## config.mk

```make
export PLATFORM = sky130hd
export DESIGN_NAME = phy_ctl_regbank
export DESIGN_NICKNAME = d
export VERILOG_FILES = /design/src/rtl/phy_ctl_pkg.sv /design/src/rtl/phy_ctl_addr_dec.sv /design/src/rtl/phy_ctl_mask_reg.sv /design/src/rtl/phy_ctl_rd_mux.sv /design/src/rtl/phy_ctl_field_map.sv /design/src/rtl/phy_ctl_regbank.sv
export SDC_FILE = /design/constraint.sdc
export NUM_CORES = 1
export LEC_CHECK = 0
export ABC_AREA = 1
export BUFFER_PORTS_ARGS = -buffer_cell sky130_fd_sc_hd__buf_2
export CAP_MARGIN = 0
export CELL_PAD_IN_SITES_DETAIL_PLACEMENT = 1
export CELL_PAD_IN_SITES_GLOBAL_PLACEMENT = 1
export CORE_MARGIN = 5
export CORE_UTILIZATION = 30
export CTS_BUF_LIST = sky130_fd_sc_hd__clkbuf_4
export DETAILED_ROUTE_END_ITERATION = 8
export PLACE_DENSITY = 0.61
export SYNTH_ARGS = -nofsm -noshare
export SYNTH_HDL_FRONTEND = slang
export SYNTH_SLANG_ARGS = --single-unit
```

## constraint.sdc

```tcl
create_clock -name clk -period 1.15 [get_ports clk]
set_input_delay 0.1725 -clock clk [delete_from_list [all_inputs] [get_ports clk]]
set_output_delay 0.1725 -clock clk [all_outputs]
set_load 0.02 [all_outputs]
```

## src/rtl/phy_ctl_pkg.sv

```systemverilog
package phy_ctl_pkg;
  localparam int DATA_W     = 16;
  localparam int BUS_W      = 2 * DATA_W;
  localparam int STATUS_OFS = 'h20;

  // Word indices of the decoded control words
  localparam int W_FREQ   = 0;
  localparam int W_STROBE = 2;
  localparam int W_POWER  = 6;

  // Field positions inside their words
  localparam int B_PWR      = 0;
  localparam int B_DLL      = 1;
  localparam int B_DRV_LSB  = 4;
  localparam int DRV_W      = 3;
  localparam int B_TAP_LSB  = 7;
  localparam int TAP_W      = 4;
  localparam int B_TAP_EN   = 11;
  localparam int B_FREQ_LSB = 12;
  localparam int FREQ_W     = 2;
  localparam int B_STROBE   = 9;
  localparam int B_ST_DLL   = 5;
  localparam int B_ST_CAL   = 6;

  function automatic logic [DATA_W-1:0] ctl_reset(input int idx, input int tap_rst);
    logic [DATA_W-1:0] v;
    v = '0;
    if (idx == W_FREQ) v[B_TAP_LSB +: TAP_W] = TAP_W'(tap_rst);
    return v;
  endfunction
endpackage

```

## src/rtl/phy_ctl_addr_dec.sv

```systemverilog
module phy_ctl_addr_dec #(
  parameter int ADDR_W  = 8,
  parameter int NUM_CTL = 7,
  parameter int ST_OFS  = 'h20
) (
  input  logic [ADDR_W-1:0]  addr,
  output logic [NUM_CTL-1:0] ctl_hit,
  output logic               st_hit
);
  localparam int WORD_W = ADDR_W - 2;

  logic              aligned;
  logic [WORD_W-1:0] word;

  assign aligned = (addr[1:0] == 2'b00);
  assign word    = addr[ADDR_W-1:2];
  assign st_hit  = aligned && (word == WORD_W'(ST_OFS >> 2));

  for (genvar i = 0; i < NUM_CTL; i++) begin : g_hit
    assign ctl_hit[i] = aligned && (word == WORD_W'(i));
  end
endmodule

```

## src/rtl/phy_ctl_mask_reg.sv

```systemverilog
module phy_ctl_mask_reg #(
  parameter int               W   = 16,
  parameter logic [W-1:0]     RST = '0
) (
  input  logic           clk,
  input  logic           rst_n,
  input  logic           we,
  input  logic [2*W-1:0] din,
  output logic [W-1:0]   q
);
  logic [W-1:0] bit_en;
  logic [W-1:0] nxt;

  assign bit_en = din[2*W-1:W];
  assign nxt    = (q & ~bit_en) | (din[W-1:0] & bit_en);

  always_ff @(posedge clk or negedge rst_n) begin
    if (!rst_n)  q <= RST;
    else if (we) q <= nxt;
  end
endmodule

```

## src/rtl/phy_ctl_rd_mux.sv

```systemverilog
module phy_ctl_rd_mux #(
  parameter int W       = 16,
  parameter int NUM_CTL = 7
) (
  input  logic [NUM_CTL-1:0][W-1:0] ctl_q,
  input  logic [NUM_CTL-1:0]        ctl_hit,
  input  logic                      st_hit,
  input  logic [W-1:0]              st_word,
  output logic [W-1:0]              rd_word
);
  always_comb begin
    rd_word = st_hit ? st_word : '0;
    for (int i = 0; i < NUM_CTL; i++) begin
      if (ctl_hit[i]) rd_word = rd_word | ctl_q[i];
    end
  end
endmodule

```

## src/rtl/phy_ctl_field_map.sv

```systemverilog
module phy_ctl_field_map
  import phy_ctl_pkg::*;
(
  input  logic [DATA_W-1:0] freq_word,
  input  logic [DATA_W-1:0] strobe_word,
  input  logic [DATA_W-1:0] power_word,
  output logic              pwr_up,
  output logic              dll_en,
  output logic [DRV_W-1:0]  drv_code,
  output logic [FREQ_W-1:0] freq_band,
  output logic              tap_dly_en,
  output logic [TAP_W-1:0]  tap_dly_sel,
  output logic              strobe_pd_en
);
  assign pwr_up       = power_word[B_PWR];
  assign dll_en       = power_word[B_DLL];
  assign drv_code     = power_word[B_DRV_LSB +: DRV_W];
  assign freq_band    = freq_word[B_FREQ_LSB +: FREQ_W];
  assign tap_dly_en   = freq_word[B_TAP_EN];
  assign tap_dly_sel  = freq_word[B_TAP_LSB +: TAP_W];
  assign strobe_pd_en = strobe_word[B_STROBE];

  logic unused_field_bits;
  assign unused_field_bits = ^{freq_word, strobe_word, power_word};
endmodule

```

## src/rtl/phy_ctl_regbank.sv

```systemverilog
module phy_ctl_regbank
  import phy_ctl_pkg::*;
#(
  parameter int ADDR_W  = 8,
  parameter int NUM_CTL = 7,
  parameter int TAP_RST = 4
) (
  input  logic              clk,
  input  logic              rst_n,
  input  logic              wr_en,
  input  logic              rd_en,
  input  logic [ADDR_W-1:0] addr,
  input  logic [BUS_W-1:0]  wdata,
  output logic [BUS_W-1:0]  rdata,
  output logic              rvalid,
  input  logic              cal_done,
  input  logic              dll_ready,
  output logic              pwr_up,
  output logic              dll_en,
  output logic [DRV_W-1:0]  drv_code,
  output logic [FREQ_W-1:0] freq_band,
  output logic              tap_dly_en,
  output logic [TAP_W-1:0]  tap_dly_sel,
  output logic              strobe_pd_en
);
  logic [NUM_CTL-1:0]             ctl_hit;
  logic                           st_hit;
  logic [NUM_CTL-1:0][DATA_W-1:0] ctl_q;
  logic [DATA_W-1:0]              st_word;
  logic [DATA_W-1:0]              rd_word;

  phy_ctl_addr_dec #(
    .ADDR_W (ADDR_W),
    .NUM_CTL(NUM_CTL),
    .ST_OFS (STATUS_OFS)
  ) i_dec (
    .addr   (addr),
    .ctl_hit(ctl_hit),
    .st_hit (st_hit)
  );

  for (genvar i = 0; i < NUM_CTL; i++) begin : g_word
    phy_ctl_mask_reg #(
      .W  (DATA_W),
      .RST(ctl_reset(i, TAP_RST))
    ) i_reg (
      .clk  (clk),
      .rst_n(rst_n),
      .we   (wr_en && ctl_hit[i]),
      .din  (wdata),
      .q    (ctl_q[i])
    );
  end

  always_comb begin
    st_word           = '0;
    st_word[B_ST_CAL] = cal_done;
    st_word[B_ST_DLL] = dll_ready;
  end

  phy_ctl_rd_mux #(
    .W      (DATA_W),
    .NUM_CTL(NUM_CTL)
  ) i_mux (
    .ctl_q  (ctl_q),
    .ctl_hit(ctl_hit),
    .st_hit (st_hit),
    .st_word(st_word),
    .rd_word(rd_word)
  );

  always_ff @(posedge clk or negedge rst_n) begin
    if (!rst_n) begin
      rdata  <= '0;
      rvalid <= 1'b0;
    end else begin
      rvalid <= rd_en;
      if (rd_en) rdata <= {{(BUS_W-DATA_W){1'b0}}, rd_word};
    end
  end

  phy_ctl_field_map i_map (
    .freq_word   (ctl_q[W_FREQ]),
    .strobe_word (ctl_q[W_STROBE]),
    .power_word  (ctl_q[W_POWER]),
    .pwr_up      (pwr_up),
    .dll_en      (dll_en),
    .drv_code    (drv_code),
    .freq_band   (freq_band),
    .tap_dly_en  (tap_dly_en),
    .tap_dly_sel (tap_dly_sel),
    .strobe_pd_en(strobe_pd_en)
  );
endmodule

```

==> results.py <==
metrics = {
    "sta": {
        "rsz0062_at_grt": "yes",
        "fin_crit_sh_pct": 121,
        "period_minus_slack_ns": 1.39,
        "finalSetupViolCount": 30,
        "worst_clock_skew_ns": 0.0111,
        "fmax_mhz": 718,
        "fin_ws_ns": -0.242,
        "drv_slew": 0,
        "finalHoldViolations": 0,
    },
    "routing": {
        "route.detailed.drc": 0,
        "drt-initial-drc-count": 292,
        "wl_um": 21600,
        "final_antenna_net_count": 0,
        "route.met3.wl_um": 655,
        "vias": 6110,
        "drt_first_pass_iters": 5,
        "wl_met2_um": 10100,
        "post_drt_via_cell_ratio": 4.50,
        "wl_per_cell_um": 15.9,
        "routed.top_layer": "met4",
        "wl_met1_um": 10600,
    },
    "synthesis": {
        "synthDistinctLibCells": 24,
        "synth_top_area_share_pct": 46.8,
        "syn_area_mm2": 0.00684,
        "async_flop_share_pct": 100,
        "yosysTopAreaCell": "dfrtp_1",
        "synth-main-ff-cell": "dfrtp_1",
        "synthTopCellsByCount": "nand2_1, dfrtp_1, inv_1",
        "ys_ff_latch": 129,
        "synth_edf_count": 0,
        "yosys_warnings": 0,
        "syn_area_per_cell_um2": 7.73,
        "ys_seq_area_share_pct": 47.2,
        "synth_cells": 885,
        "synth_most_common_cell": "nand2_1",
        "synth_area_leaders": "dfrtp_1, nand2_1, o21ai_0",
    },
    "layout": {
        "final_nets": 1106,
        "post_route_cells_drive_above_1_share_pct": 23.7,
        "synthToLayoutAreaGrowth_pct": 31.5,
        "fillCellCount": 2803,
        "final_util_pct": 39.8,
    },
    "floorplan": {
        "core_mm2": 0.0226,
        "ios": 92,
        "die_h_um": 161,
        "die_area_mm2": 0.0259,
        "fp.dieW_um": 161,
        "row_count": 55,
        "start_util_pct": 30.3,
    },
    "grt": {
        "grt_pass1_vias": 6544,
        "grt_max_degree": 33,
        "grt_pass1_wl_um": 35300,
        "grt_usage_pct": 17.2,
        "grt_overflow": 0,
        "antenna_found_initial": 1,
    },
    "place": {
        "port_buffers": 75,
        "finalWeightedCongestion": 0.760,
        "dpl.hpwl_um": 15300,
        "pre_cts_ws_ns": -0.366,
    },
    "status": {
        "violations": "negative setup slack",
        "status": "finished, violations left",
    },
    "setup_path": {
        "rr_endpoint": "rdata[9]",
        "crit_slowest_cell": "dfstp_2",
        "critical_path_class": "flop to output pin",
        "max_stage_delay_ns": 0.56,
        "crit_buf_inv": 1,
        "cp_top_family": "flip-flops",
        "arrival_ns": 1.22,
        "startpoint_type": "flop",
        "path_cells": "buf_6",
        "r2r_setup_slack_ns": 0.04,
        "path_max_fanout": 2,
        "critPathRequiredTime_ns": 0.98,
        "worstSetupEndpointType": "output pin",
        "reg2reg_depth": 6,
    },
    "clocking": {
        "tritoncts": "done",
        "clock_latency_ns": 0.54,
        "cts_root_buffer": "clkbuf_4",
        "htree_num_levels": 4,
        "path_clk_slew_ns": 0.12,
        "cts_buffers": 17,
        "cts.sinks": 129,
        "cts_buffer_depth": 2,
    },
    "job": {
        "cap_violations": 0,
    },
    "power_and_ir_drop": {
        "p_leak_nw": 4.58,
        "peakVddDrop_v": 0.000475,
        "p_per_area_mw_per_mm2": 1040,
    },
    "hold_path": {
        "hold_path_class": "input pin to async pin",
    },
}
worst register-to-register path, cell delays in order, from the launching register on:
cell	delay, ns
dfstp_2	0.56
buf_4	0.10
buf_4	0.10
nand2_1	0.05
nand2_1	0.06
nor2_1	0.04
a21oi_1	0.13
timing repair:
action / in CTS / in global routing
hold buffers: 33 / 0
pin swaps: 0 / 2
setup buffers: 16 / 6
resized for setup: 60 / 0
hold endpoints to repair: 231 / 0
setup endpoints to repair: 30 / 31
metrics by stage:
stage	cell area [um^2]	hold slack (ns)	cells	TNS (ns)	total power, mW
finish	8990	0.0559	1359	-3.84	9.31
global route	8990	0.00465	1359	-6.58	9.83
CTS	8940	0.000746	1352	-5.77	9.48
detailed placement	8010	0.0727	1271	-36.94	5.86
global placement	8010	0.0743	1271	-33.31	5.85
floorplan	6980	-0.123	900	-4.48	5.38
placed cells by master (no fill, tap or decap):
master / netlist / final
a21oi_1: 14 / 14
buf_12: 0 / 19
buf_2: 3 / 44
buf_4: 30 / 55
buf_6: 3 / 31
bufinv_16: 0 / 3
clkbuf_4: 0 / 17
clkinv_1: 0 / 2
clkinv_2: 0 / 4
clkinv_4: 0 / 3
clkinvlp_4: 0 / 2
conb_1: 1 / 16
dfrtp_1: 128 / 128
dfstp_2: 1 / 1
diode_2: 0 / 1
dlygate4sd3_1: 0 / 33
inv_1: 97 / 97
inv_2: 5 / 4
inv_4: 0 / 1
inv_6: 1 / 1
inv_8: 0 / 1
nand2_1: 334 / 324
nand2_2: 3 / 11
nand2_4: 4 / 4
nand2_8: 0 / 2
nand3_1: 27 / 27
nor2_1: 58 / 57
nor2_2: 9 / 9
nor2_4: 36 / 37
nor2_8: 1 / 1
nor3_4: 3 / 3
nor4_4: 1 / 1
o21ai_0: 84 / 84
o21ai_1: 37 / 37
cells by family after synthesis:
group                  after synthesis  share of synthesized area, %
and+or+nand+nor                    476                          32.5
buffers and inverters              144                          10.3
AOI/OAI and AO/OA                  135                          9.88
DFF                                129                          47.2
other                                1                        0.0548
worst max path at each step:
| stage | to | slack (ns) | cells past startpoint |
|---|---|---|---|
| 4_1_cts | tap_dly_sel[2] | -0.30 | 1 |
| 6_report | tap_dly_sel[2] | -0.24 | 1 |
| 3_3_place_gp | flop | -0.32 | 8 |
| 3_5_place_dp | flop | -0.37 | 8 |
| 5_1_grt | tap_dly_sel[2] | -0.33 | 1 |
| 2_1_floorplan | flop | -0.12 | 11 |
metal layers:
metal	track usage, %	vias to the layer above
met1	23.4	2948
met4	3.84	0
li1	-	3056
met5	0	-
met2	28.5	87
met3	3.29	19
area by class of cell:
| type | instances | area (um^2) | area share [%] |
|---|---|---|---|
| clock buffer | 17 | 128 | 1.42 |
| antenna | 1 | 2.50 | 0.0278 |
| tap | 285 | 357 | 3.97 |
| sequential | 129 | 3230 | 35.9 |
| timing repair buffer | 182 | 1690 | 18.8 |
| clock inverter | 15 | 168 | 1.86 |
| inverter | 103 | 397 | 4.41 |
| multi-input combinational | 627 | 3020 | 33.6 |
power breakdown:
| group | total [mW] | internal (mW) | switching, mW |
|---|---|---|---|
| combinational | 1.15 | 0.458 | 0.689 |
| clock | 3.35 | 1.49 | 1.86 |
| sequential | 4.81 | 4.70 | 0.109 |
| total | 9.31 | 6.65 | 2.66 |
Note: power is estimated with default switching activity, not from simulation.
